$ cat src/rtl/pwm_pkg.sv
package pwm_pkg;
  timeunit 1ns; timeprecision 100ps;

  parameter int unsigned CNT_W = 16;
  parameter int unsigned REG_W = 32;

  localparam int unsigned BIT_EN    = 4;
  localparam int unsigned BIT_POL   = 5;
  localparam int unsigned BIT_GATE  = 6;
  localparam int unsigned BIT_MODE  = 7;
  localparam int unsigned BIT_START = 8;
  localparam int unsigned BIT_BYP   = 9;
  localparam int unsigned BIT_BUSY  = 28;
  localparam logic [3:0]  CODE_DIRECT = 4'hF;

  // Strobes and settings handed from the control side to the datapath
  typedef struct packed {
    logic             run;
    logic             activeHigh;
    logic             bypass;
    logic [3:0]       prescCode;
    logic [CNT_W-1:0] totalCnt;
    logic [CNT_W-1:0] activeCnt;
  } pwmCmd_t;
endpackage

$ cat src/rtl/pwm_ctrl.sv
module pwm_ctrl
  import pwm_pkg::*;
#(
  parameter int unsigned ADDR_W      = 4,
  parameter int unsigned PRESC_CODES = 8
) (
  input  logic              clk,
  input  logic              rstN,
  input  logic [ADDR_W-1:0] regAddr,
  input  logic              regWrEn,
  input  logic [REG_W-1:0]  regWrData,
  output logic [REG_W-1:0]  regRdData,
  input  logic              wrap,
  output pwmCmd_t           cmd,
  output logic              busy,
  output logic              startBit,
  output logic              pulseMode
);
  timeunit 1ns; timeprecision 100ps;

  logic [3:0]       prescCodeQ;
  logic             enQ, polQ, gateQ, pulseQ, startQ, bypassQ, busyQ;
  logic [CNT_W-1:0] shadowTot, shadowAct, workTot, workAct;

  logic selCtrl, selPer, wrCtrl, wrPer, armNow, newArm, runNow;

  function automatic logic codeOk(input logic [3:0] code, input logic byp);
    return byp || (code == CODE_DIRECT) || (int'(code) < int'(PRESC_CODES));
  endfunction

  assign selCtrl = (regAddr == ADDR_W'(0));
  assign selPer  = (regAddr == ADDR_W'(4));
  assign wrCtrl  = regWrEn && selCtrl;
  assign wrPer   = regWrEn && selPer;

  assign armNow = enQ && gateQ && codeOk(prescCodeQ, bypassQ);
  assign runNow = armNow && (pulseQ ? startQ : 1'b1);
  assign newArm = regWrData[BIT_EN] && regWrData[BIT_GATE] && regWrData[BIT_MODE]
                  && codeOk(regWrData[3:0], regWrData[BIT_BYP]);

  always_ff @(posedge clk) begin
    if (!rstN) begin
      prescCodeQ <= '0;
      enQ        <= 1'b0;
      polQ       <= 1'b0;
      gateQ      <= 1'b0;
      pulseQ     <= 1'b0;
      startQ     <= 1'b0;
      bypassQ    <= 1'b0;
    end else if (wrCtrl) begin
      prescCodeQ <= regWrData[3:0];
      enQ        <= regWrData[BIT_EN];
      polQ       <= regWrData[BIT_POL];
      gateQ      <= regWrData[BIT_GATE];
      pulseQ     <= regWrData[BIT_MODE];
      bypassQ    <= regWrData[BIT_BYP];
      startQ     <= ((startQ && !(wrap && pulseQ)) || regWrData[BIT_START]) && newArm;
    end else if ((wrap && pulseQ) || !armNow || !pulseQ) begin
      startQ     <= 1'b0;
    end
  end

  always_ff @(posedge clk) begin
    if (!rstN) begin
      shadowTot <= '0;
      shadowAct <= '0;
      workTot   <= '0;
      workAct   <= '0;
      busyQ     <= 1'b0;
    end else if (wrPer) begin
      shadowTot <= regWrData[REG_W-1 -: CNT_W];
      shadowAct <= regWrData[CNT_W-1:0];
      if (runNow) begin
        busyQ <= 1'b1;
        if (wrap && busyQ) begin
          workTot <= shadowTot;
          workAct <= shadowAct;
        end
      end else begin
        workTot <= regWrData[REG_W-1 -: CNT_W];
        workAct <= regWrData[CNT_W-1:0];
        busyQ   <= 1'b0;
      end
    end else if (busyQ && (wrap || !runNow)) begin
      workTot <= shadowTot;
      workAct <= shadowAct;
      busyQ   <= 1'b0;
    end
  end

  always_comb begin
    regRdData = '0;
    if (selCtrl) begin
      regRdData[3:0]       = prescCodeQ;
      regRdData[BIT_EN]    = enQ;
      regRdData[BIT_POL]   = polQ;
      regRdData[BIT_GATE]  = gateQ;
      regRdData[BIT_MODE]  = pulseQ;
      regRdData[BIT_START] = startQ;
      regRdData[BIT_BYP]   = bypassQ;
      regRdData[BIT_BUSY]  = busyQ;
    end else if (selPer) begin
      regRdData = {shadowTot, shadowAct};
    end
  end

  always_comb begin
    cmd.run        = runNow;
    cmd.activeHigh = polQ;
    cmd.bypass     = bypassQ;
    cmd.prescCode  = prescCodeQ;
    cmd.totalCnt   = workTot;
    cmd.activeCnt  = workAct;
  end

  assign busy      = busyQ;
  assign startBit  = startQ;
  assign pulseMode = pulseQ;
endmodule

$ cat src/rtl/pwm_datapath.sv
module pwm_datapath
  import pwm_pkg::*;
#(
  parameter int unsigned PRESC_BASE  = 2,
  parameter int unsigned PRESC_CODES = 8
) (
  input  logic    clk,
  input  logic    rstN,
  input  pwmCmd_t cmd,
  output logic    wrap,
  output logic    pwmOut
);
  timeunit 1ns; timeprecision 100ps;

  localparam int unsigned MAX_RATIO = PRESC_BASE << (PRESC_CODES - 1);
  localparam int unsigned PC_W      = $clog2(MAX_RATIO + 1);

  logic [PC_W-1:0]  ratioTab [16];
  logic [PC_W-1:0]  ratio, pcQ;
  logic [CNT_W-1:0] cntQ;
  logic             tick, endOfPer, activePhase;

  for (genvar k = 0; k < 16; k++) begin : gRatio
    if (k == 15) begin : gDirect
      assign ratioTab[k] = PC_W'(1);
    end else if (k < PRESC_CODES) begin : gDiv
      assign ratioTab[k] = PC_W'(PRESC_BASE << k);
    end else begin : gUnused
      assign ratioTab[k] = PC_W'(1);
    end
  end

  assign ratio    = cmd.bypass ? PC_W'(1) : ratioTab[cmd.prescCode];
  assign tick     = cmd.run && (pcQ >= ratio - PC_W'(1));
  assign endOfPer = ({1'b0, cntQ} + (CNT_W+1)'(1)) >= {1'b0, cmd.totalCnt};
  assign wrap     = tick && endOfPer;

  always_ff @(posedge clk) begin
    if (!rstN || !cmd.run) begin
      pcQ  <= '0;
      cntQ <= '0;
    end else if (tick) begin
      pcQ  <= '0;
      cntQ <= endOfPer ? '0 : cntQ + CNT_W'(1);
    end else begin
      pcQ  <= pcQ + PC_W'(1);
    end
  end

  assign activePhase = cntQ < cmd.activeCnt;
  assign pwmOut      = (cmd.run && activePhase) ? cmd.activeHigh : !cmd.activeHigh;
endmodule

$ cat src/rtl/pwm_timer.sv
module pwm_timer
  import pwm_pkg::*;
#(
  parameter int unsigned ADDR_W      = 4,
  parameter int unsigned PRESC_BASE  = 2,
  parameter int unsigned PRESC_CODES = 8
) (
  input  logic              clk,
  input  logic              rstN,
  input  logic [ADDR_W-1:0] regAddr,
  input  logic              regWrEn,
  input  logic [31:0]       regWrData,
  output logic [31:0]       regRdData,
  output logic              pwmOut
);
  timeunit 1ns; timeprecision 100ps;

  pwmCmd_t cmd;
  logic    wrap, busy, startQ, pulseMode;

  pwm_ctrl #(.ADDR_W(ADDR_W), .PRESC_CODES(PRESC_CODES)) uCtrl (
    .clk(clk), .rstN(rstN), .regAddr(regAddr), .regWrEn(regWrEn),
    .regWrData(regWrData), .regRdData(regRdData), .wrap(wrap), .cmd(cmd),
    .busy(busy), .startBit(startQ), .pulseMode(pulseMode)
  );

  pwm_datapath #(.PRESC_BASE(PRESC_BASE), .PRESC_CODES(PRESC_CODES)) uPath (
    .clk(clk), .rstN(rstN), .cmd(cmd), .wrap(wrap), .pwmOut(pwmOut)
  );
endmodule

$ cat config.mk
export PLATFORM = sky130hd
export DESIGN_NAME = pwm_timer
export DESIGN_NICKNAME = d
export VERILOG_FILES = /design/src/rtl/pwm_pkg.sv /design/src/rtl/pwm_ctrl.sv /design/src/rtl/pwm_datapath.sv /design/src/rtl/pwm_timer.sv
export SDC_FILE = /design/constraint.sdc
export NUM_CORES = 1
export LEC_CHECK = 0
export ABC_AREA = 1
export BUFFER_PORTS_ARGS = -buffer_cell sky130_fd_sc_hd__buf_2
export CELL_PAD_IN_SITES_DETAIL_PLACEMENT = 1
export CELL_PAD_IN_SITES_GLOBAL_PLACEMENT = 1
export CORE_UTILIZATION = 42
export DETAILED_ROUTE_END_ITERATION = 8
export PLACE_DENSITY = 0.88
export SETUP_SLACK_MARGIN = 0.5
export SLEW_MARGIN = 20
export SYNTH_ARGS = -nofsm -noshare
export SYNTH_HDL_FRONTEND = slang
export SYNTH_SLANG_ARGS = --single-unit
$ cat constraint.sdc
create_clock -name clk -period 4.1 [get_ports clk]
set_input_delay 0.41 -clock clk [delete_from_list [all_inputs] [get_ports clk]]
set_output_delay 0.41 -clock clk [all_outputs]
set_load 0.02 [all_outputs]
# Yosys cells after proc, flatten, opt, wreduce, memory -nomap -nowiden

Memories as Yosys holds them, arrays and structs flattened.
Index checks and enable logic that the tools add are counted.

$add $sub $neg: 4
Magnitude comparators: 6
Equality and inequality tests: 4
Mux-type cells: 24
Bitwise gates (word level): 1
Reductions and logical operators: 36

Operator list:

| cell                                                                   | count |
|---|---|
| 16-bit 2-to-1 mux                                                      | 9 |
| 32-bit 2-to-1 mux                                                      | 1 |
| 9-bit 2-to-1 mux                                                       | 3 |
| 18-bit 2-to-1 mux                                                      | 1 |
| 16-bit by 1-bit adder with 17-bit output (second input constant)       | 1 |
| 17-bit by 16-bit greater-or-equal comparator with 1-bit output         | 1 |
| 16-bit by 1-bit adder with 16-bit output (second input constant)       | 1 |
| 1-bit logical AND                                                      | 16 |
| 16-bit less-than comparator                                            | 1 |
| 10-bit 2-to-1 mux                                                      | 1 |
| 9-bit by 1-bit adder with 9-bit output (second input constant)         | 1 |
| 9-bit greater-or-equal comparator                                      | 1 |
| 1-bit logical OR                                                       | 9 |
| 9-bit by 1-bit subtractor with 9-bit output (second input constant)    | 1 |
| 4-bit equality test (second input constant)                            | 2 |
| 4-bit less-than comparator (second input constant)                     | 2 |
| 1-bit 2-to-1 mux                                                       | 8 |
| 1-bit logical NOT                                                      | 6 |
| 5-bit greater-or-equal comparator (second input constant)              | 1 |
| 4-bit NOT with 5-bit output                                            | 1 |
| 4-bit by 3-bit equality test with 1-bit output (second input constant) | 1 |
| 4-bit logical NOT                                                      | 1 |
| 2-bit nonzero test                                                     | 2 |
| 3-bit 2-to-1 mux                                                       | 1 |
| 3 further kinds                                                        | 3 |

Register bits after elaboration: 100
Memory bits (read-only): 144
Input bits: 39
Output and inout bits: 33
Word-level logic and storage cells: 90
Memories: 1

Memories:

| memory           | words | bits a word | rd ports | clocked after memory_dff | write ports | RTL line           | text |
|---|---|---|---|---|---|---|---|
| (name not given) | 16    | 9           | 1        | 0                        | 0           | pwm_datapath.sv:33 | `assign ratio = cmd.bypass ? PC_W'(1) : ratioTab[cmd.prescCode];` |

# Longest topological paths before layout

Depth in word-level cells: 15
Gate-level depth with buffers: 25

# Hierarchy

From an unflattened synthesis, not the netlist that was laid out.

Cell total of the unflattened synthesis: 961
Area total of the unflattened synthesis: 6,359.8 µm²

By module, submodules not included:

| module       | instances | cells each | area an instance (µm²) | seq. area each (µm²) |
|---|---|---|---|---|
| pwm_ctrl     | 1         | 558        | 3,590.9                | 1,501.4 |
| pwm_datapath | 1         | 403        | 2,768.9                | 500.5 |

# Worst setup path before layout

OpenSTA, ideal clock, no wires.

Kind: reg2reg
From: register uCtrl.prescCodeQ[3]
To: register uCtrl.workAct[15]
Data arrival time: 2.837 ns
Data required time: 3.980 ns
Setup slack: 1.142 ns
Cell stages (with the launch flop): 24
Buffers on the path: 1
Cell sequence: dfxtp_1 nor2_1 inv_1 nor2_1 nand2_1 ha_1 o21ai_0 inv_1 o21ai_0 inv_1 ha_1 nand2_1 inv_1 a21oi_1 nand4_1 nand2_4 clkinv_2 nand2_4 nand2_4 nand2_8 buf_6 nand2_2 nand2_1 a21oi_2

Cells in the longest elaborated chain, start to end: 13
Elaborated cells on any way between the ends: 24

Ends and longest elaborated chain:

| element                                              | RTL line           | text |
|---|---|---|
| from (decl)                                          | pwm_ctrl.sv:21     | `logic [3:0] prescCodeQ;` |
| from (signal assigned)                               | pwm_ctrl.sv:51     | `prescCodeQ <= regWrData[3:0];` |
| 4-bit NOT with 5-bit output (implied by the code)    | pwm_datapath.sv:33 |  |
| memory read 16 x 9 bit                               | n/a                |  |
| 9-bit 2-to-1 mux (implied by the code) (2 in series) | pwm_datapath.sv:33 |  |
| 9-bit 2-to-1 mux                                     | pwm_datapath.sv:33 |  |
| 9-bit by 1-bit subtractor with 9-bit output          | pwm_datapath.sv:34 | `assign tick = cmd.run && (pcQ >= ratio - PC_W'(1));` |
| 9-bit greater-or-equal comparator                    | pwm_datapath.sv:34 |  |
| 1-bit logical AND                                    | pwm_datapath.sv:34 |  |
| 1-bit logical AND                                    | pwm_datapath.sv:36 | `assign wrap = tick && endOfPer;` |
| 1-bit logical OR                                     | pwm_ctrl.sv:84     | `end else if (busyQ && (wrap \|\| !runNow)) begin` |
| 1-bit logical AND                                    | pwm_ctrl.sv:84     |  |
| 2-bit nonzero test (no line)                         | n/a                |  |
| 2-bit AND reduction (no line)                        | n/a                |  |
| to (signal assigned)                                 | pwm_ctrl.sv:77     | `workAct <= shadowAct;` |
| to (signal assigned)                                 | pwm_ctrl.sv:81     | `workAct <= regWrData[CNT_W-1:0];` |
| to (signal assigned)                                 | pwm_ctrl.sv:86     | `workAct <= shadowAct;` |
| to (decl)                                            | pwm_ctrl.sv:23     | `logic [CNT_W-1:0] shadowTot, shadowAct, workTot, workAct;` |

Several ways; a longest one is shown, not always the timed one. The select of a mux whose other input is x is not followed.
A chain may end at the register's enable or synchronous reset.

# Worst setup path in the final report

From: register uCtrl.prescCodeQ[3]
To: register uCtrl.workTot[7]

Cells in the longest elaborated chain, start to end: 13
Elaborated cells on any way between the ends: 24

Ends and longest elaborated chain:

| element                                              | RTL line           | text |
|---|---|---|
| 4-bit NOT with 5-bit output (implied by the code)    | pwm_datapath.sv:33 |  |
| memory read 16 x 9 bit                               | n/a                |  |
| 9-bit 2-to-1 mux (implied by the code) (2 in series) | pwm_datapath.sv:33 |  |
| 9-bit 2-to-1 mux                                     | pwm_datapath.sv:33 |  |
| 9-bit by 1-bit subtractor with 9-bit output          | pwm_datapath.sv:34 |  |
| 9-bit greater-or-equal comparator                    | pwm_datapath.sv:34 |  |
| 1-bit logical AND                                    | pwm_datapath.sv:34 |  |
| 1-bit logical AND                                    | pwm_datapath.sv:36 |  |
| 1-bit logical OR                                     | pwm_ctrl.sv:84     |  |
| 1-bit logical AND                                    | pwm_ctrl.sv:84     |  |
| 2-bit nonzero test (no line)                         | n/a                |  |
| 2-bit AND reduction (no line)                        | n/a                |  |
| to (signal assigned)                                 | pwm_ctrl.sv:76     | `workTot <= shadowTot;` |
| to (signal assigned)                                 | pwm_ctrl.sv:80     | `workTot <= regWrData[REG_W-1 -: CNT_W];` |
| to (signal assigned)                                 | pwm_ctrl.sv:85     | `workTot <= shadowTot;` |
| to (decl)                                            | pwm_ctrl.sv:23     |  |

Several ways; a longest one is shown, not always the timed one. The select of a mux whose other input is x is not followed.

==> reports/qor.txt <==
Worst-margin pin slew = 0.653 ns
CP Launch Type = flop
Ports = 72
Final setup vio count = 0
Combinational group share of total power = 0.087
Period utilization = 0.801
Max-slew violations = 0
Largest net degree at the start of global routing = 70
Initial Util = 0.435
Vias/cell = 5.14
Worst Skew = 0.00918 ns
RSZ-0062 raised after global routing = false
H-tree lvl count = 3
Reg2reg path depth = 24
Setup tns final = 0 ns
CTS Buf Count = 9
Hold Crit Depth = 3
Register area share after synthesis = 0.343
Worst hold path type = in2reg
Post-place setup slack = 0.412 ns
Synth Instances = 846
WS Path Type = reg2reg
Synth Area in Compound Gates = 0.166
Ys flop type = dfxtp_1
NetSw = 0.525 mW
DRT antenna net count = 0
Die Height = 120 um
Vias in the first global route = 5524
Max Cap Violations = 0
Arrival @ worst endpoint = 3.58 ns
Fin. Hold Viols = 0
Post-Synth Simple-Gate Area = 0.254
Tmin final = 3.28 ns
Ys Warns = 0
CTS tree = yes
DR pass1 iterations = 5
Max Fclk = 304 MHz
Antenna violations before repair = 0
Run status = complete, no violations
Initial DRC Count = 172
NumNets Final = 988
Sw Share = 0.256
Peak supply drop = 0.000221 V
Die X-Extent = 120 um
Syn avg cell area = 6.90 um^2
Post-layout util = 0.498
DR DRC count = 0
Worst-Skew Late Latency = 0.36 ns
Top cell type by total area after synthesis = dfxtp_1
Post-synth EDFFs = 0
Worst reg2reg setup slack = 0.82 ns
Proportion of power drawn by flip-flops and latches = 0.484
Post-CTS Hold Buffers = 0
Hold WS = 0.324 ns
Ant diodes = 0
Yosys reg bits = 100
Site Rows = 42
Syn_nets = 928
CTS root buffer = clkbuf_16
Tot Pwr = 2.05 mW
Power density over the cells = 308 nW/um^2
Fin worst setup slack = 0.815 ns
Ranking of synthesized cells by area = dfxtp_1, nand2_1, ha_1, inv_1, o21ai_0
Overflow after GRT = 0
Synth cell types = 39
Mux cell area share after synthesis = 0.00965
First-pass GRT wire length = 27300 um
Core footprint = 13400 um^2
Synth top cells by count = nand2_1, inv_1, nor2_1
Share of layout cells above drive strength 1 = 0.157
IO Port Bufs = 71
DPL Wire Length = 12000 um
Setup crit end kind = flop
Main combinational cell family by area after synthesis = simple AND/OR/NAND/NOR gates
Via count = 5589
Internal power = 1.53 mW
Most frequent cell after synthesis = nand2_1
Adder-cell share of the synthesized area = 0.0922
Clock-pin transition on the worst setup and hold timing paths = 0.07 ns
Worst-path fanout max = 14
RD Place Congestion = 0.899
Clk sinks = 100
Total track usage = 0.240
Worst EP required = 4.39 ns
Max-slew headroom = 0.565
Avg WL per Cell = 15.4 um
Clock Tree Buf Depth = 2
Area grow syn2layout = 14.3%
Lkg Pwr = 3.10 nW
Top cell type's share of synthesized area = 0.343
Synthesized area = 5840 um^2
DRT Wirelength = 16700 um
Clk pwr share = 0.429
Die area = 14400 um^2
Xor and xnor area share after synthesis = 0.0285
Asr flop ratio synth = 0
[placed cells by master (no fill, tap or decap), types with 12 or more instances in the layout]
cell,count
inv_1,114
dfxtp_1,98
nor2_1,102
xor2_1,12
buf_2,71
nand2_1,182
ha_1,42
nand2_2,12
a21oi_1,77
nand3_1,21
o21ai_0,82
[stage by stage]
stage               cells  instance area, um^2
CTS                  1082                 6590
finish               1087                 6670
global route         1087                 6670
detailed placement   1066                 6270
global placement     1066                 6270
floorplan             846                 5840
[layout make-up]
| type | instances | area [um^2] |
|---|---|---|
| Fill cell | 1762 | 6730 |
| Sequential cell | 100 | 2000 |
| Tap cell | 176 | 220 |
| Inverter | 119 | 468 |
| Timing Repair Buffer | 79 | 428 |
| Multi-Input combinational cell | 597 | 3250 |
| Clock buffer | 10 | 229 |
| Clock inverter | 6 | 70.1 |
[flip-flops by register name, summed over array words and instances, names as in the netlist]
signal            count
uCtrl.shadowAct      16
uCtrl.shadowTot      16
uCtrl.workAct        16
uCtrl.workTot        16
uPath.cntQ           16
uPath.pcQ             9
uCtrl.prescCodeQ      4
uCtrl.busy            1
uCtrl.bypassQ         1
uCtrl.enQ             1
uCtrl.gateQ           1
uCtrl.polQ            1
uCtrl.pulseMode       1
uCtrl.startBit        1
[repair_timing]
item,CTS,global route
buffers inserted,0,4
pin swaps,0,3
setup endpoints to repair,16,40
resized for setup,5,9
cloned,0,1
[logic make-up (layout without fill, tap and decap cells)]
| logic type | after synthesis | after routing |
|---|---|---|
| compound gates | 182 | 182 |
| xor+xnor | 19 | 19 |
| fa+ha+maj | 43 | 43 |
| buf+inv | 150 | 214 |
| flops | 100 | 100 |
| mux | 5 | 5 |
| simple gates | 347 | 348 |
[critical path, stage by stage, from the launching register on]
cell      delay [ns]
dfxtp_1         0.37
nor2_4          0.07
inv_1           0.11
nor2_4          0.06
nand2_1         0.07
ha_2            0.21
nand3_1         0.09
a221oi_2        0.23
nand2_1         0.07
o21ai_0         0.08
inv_1           0.06
ha_1            0.30
nand2_1         0.08
nor2_1          0.16
nand3_1         0.10
nand4_1         0.17
nand2_4         0.11
clkinv_4        0.12
nand2_4         0.08
nand2_4         0.12
nand2_8         0.10
buf_12          0.16
nand2_1         0.05
nand2_1         0.06
nor2_1          0.15
[power groups by stage]
| stage | Clock, mW | Combinational [mW] | Sequential (mW) |
|---|---|---|---|
| 6_report | 0.881 | 0.178 | 0.993 |
| 3_3_place_gp | 0 | 0.166 | 1.01 |
| 4_1_cts | 0.891 | 0.175 | 0.993 |
| 5_1_grt | 0.929 | 0.201 | 0.995 |
| 2_1_floorplan | 0 | 0.116 | 1.01 |
| 3_5_place_dp | 0 | 0.171 | 1.02 |
[final timing paths]
| path | start | end |
|---|---|---|
| setup / recovery | uCtrl.prescCodeQ[3] | uCtrl.workTot[7] |
| hold / removal | regWrData[8] | uCtrl.shadowAct[8] |
| hold reg to reg | uCtrl.shadowTot[0] | uCtrl.shadowTot[0] |
| setup reg to reg | uCtrl.prescCodeQ[3] | uCtrl.workTot[7] |
[layer usage]
metal / vias to the layer above / track usage / share of wire
met4: 0 / 0.0883 / 0.025
met1: 2637 / 0.329 / 0.49
met5: - / 0 / 0
met3: 24 / 0.0380 / 0.030
li1: 2824 / - / -
met2: 104 / 0.378 / 0.45
(Power assumes the default switching activity.)
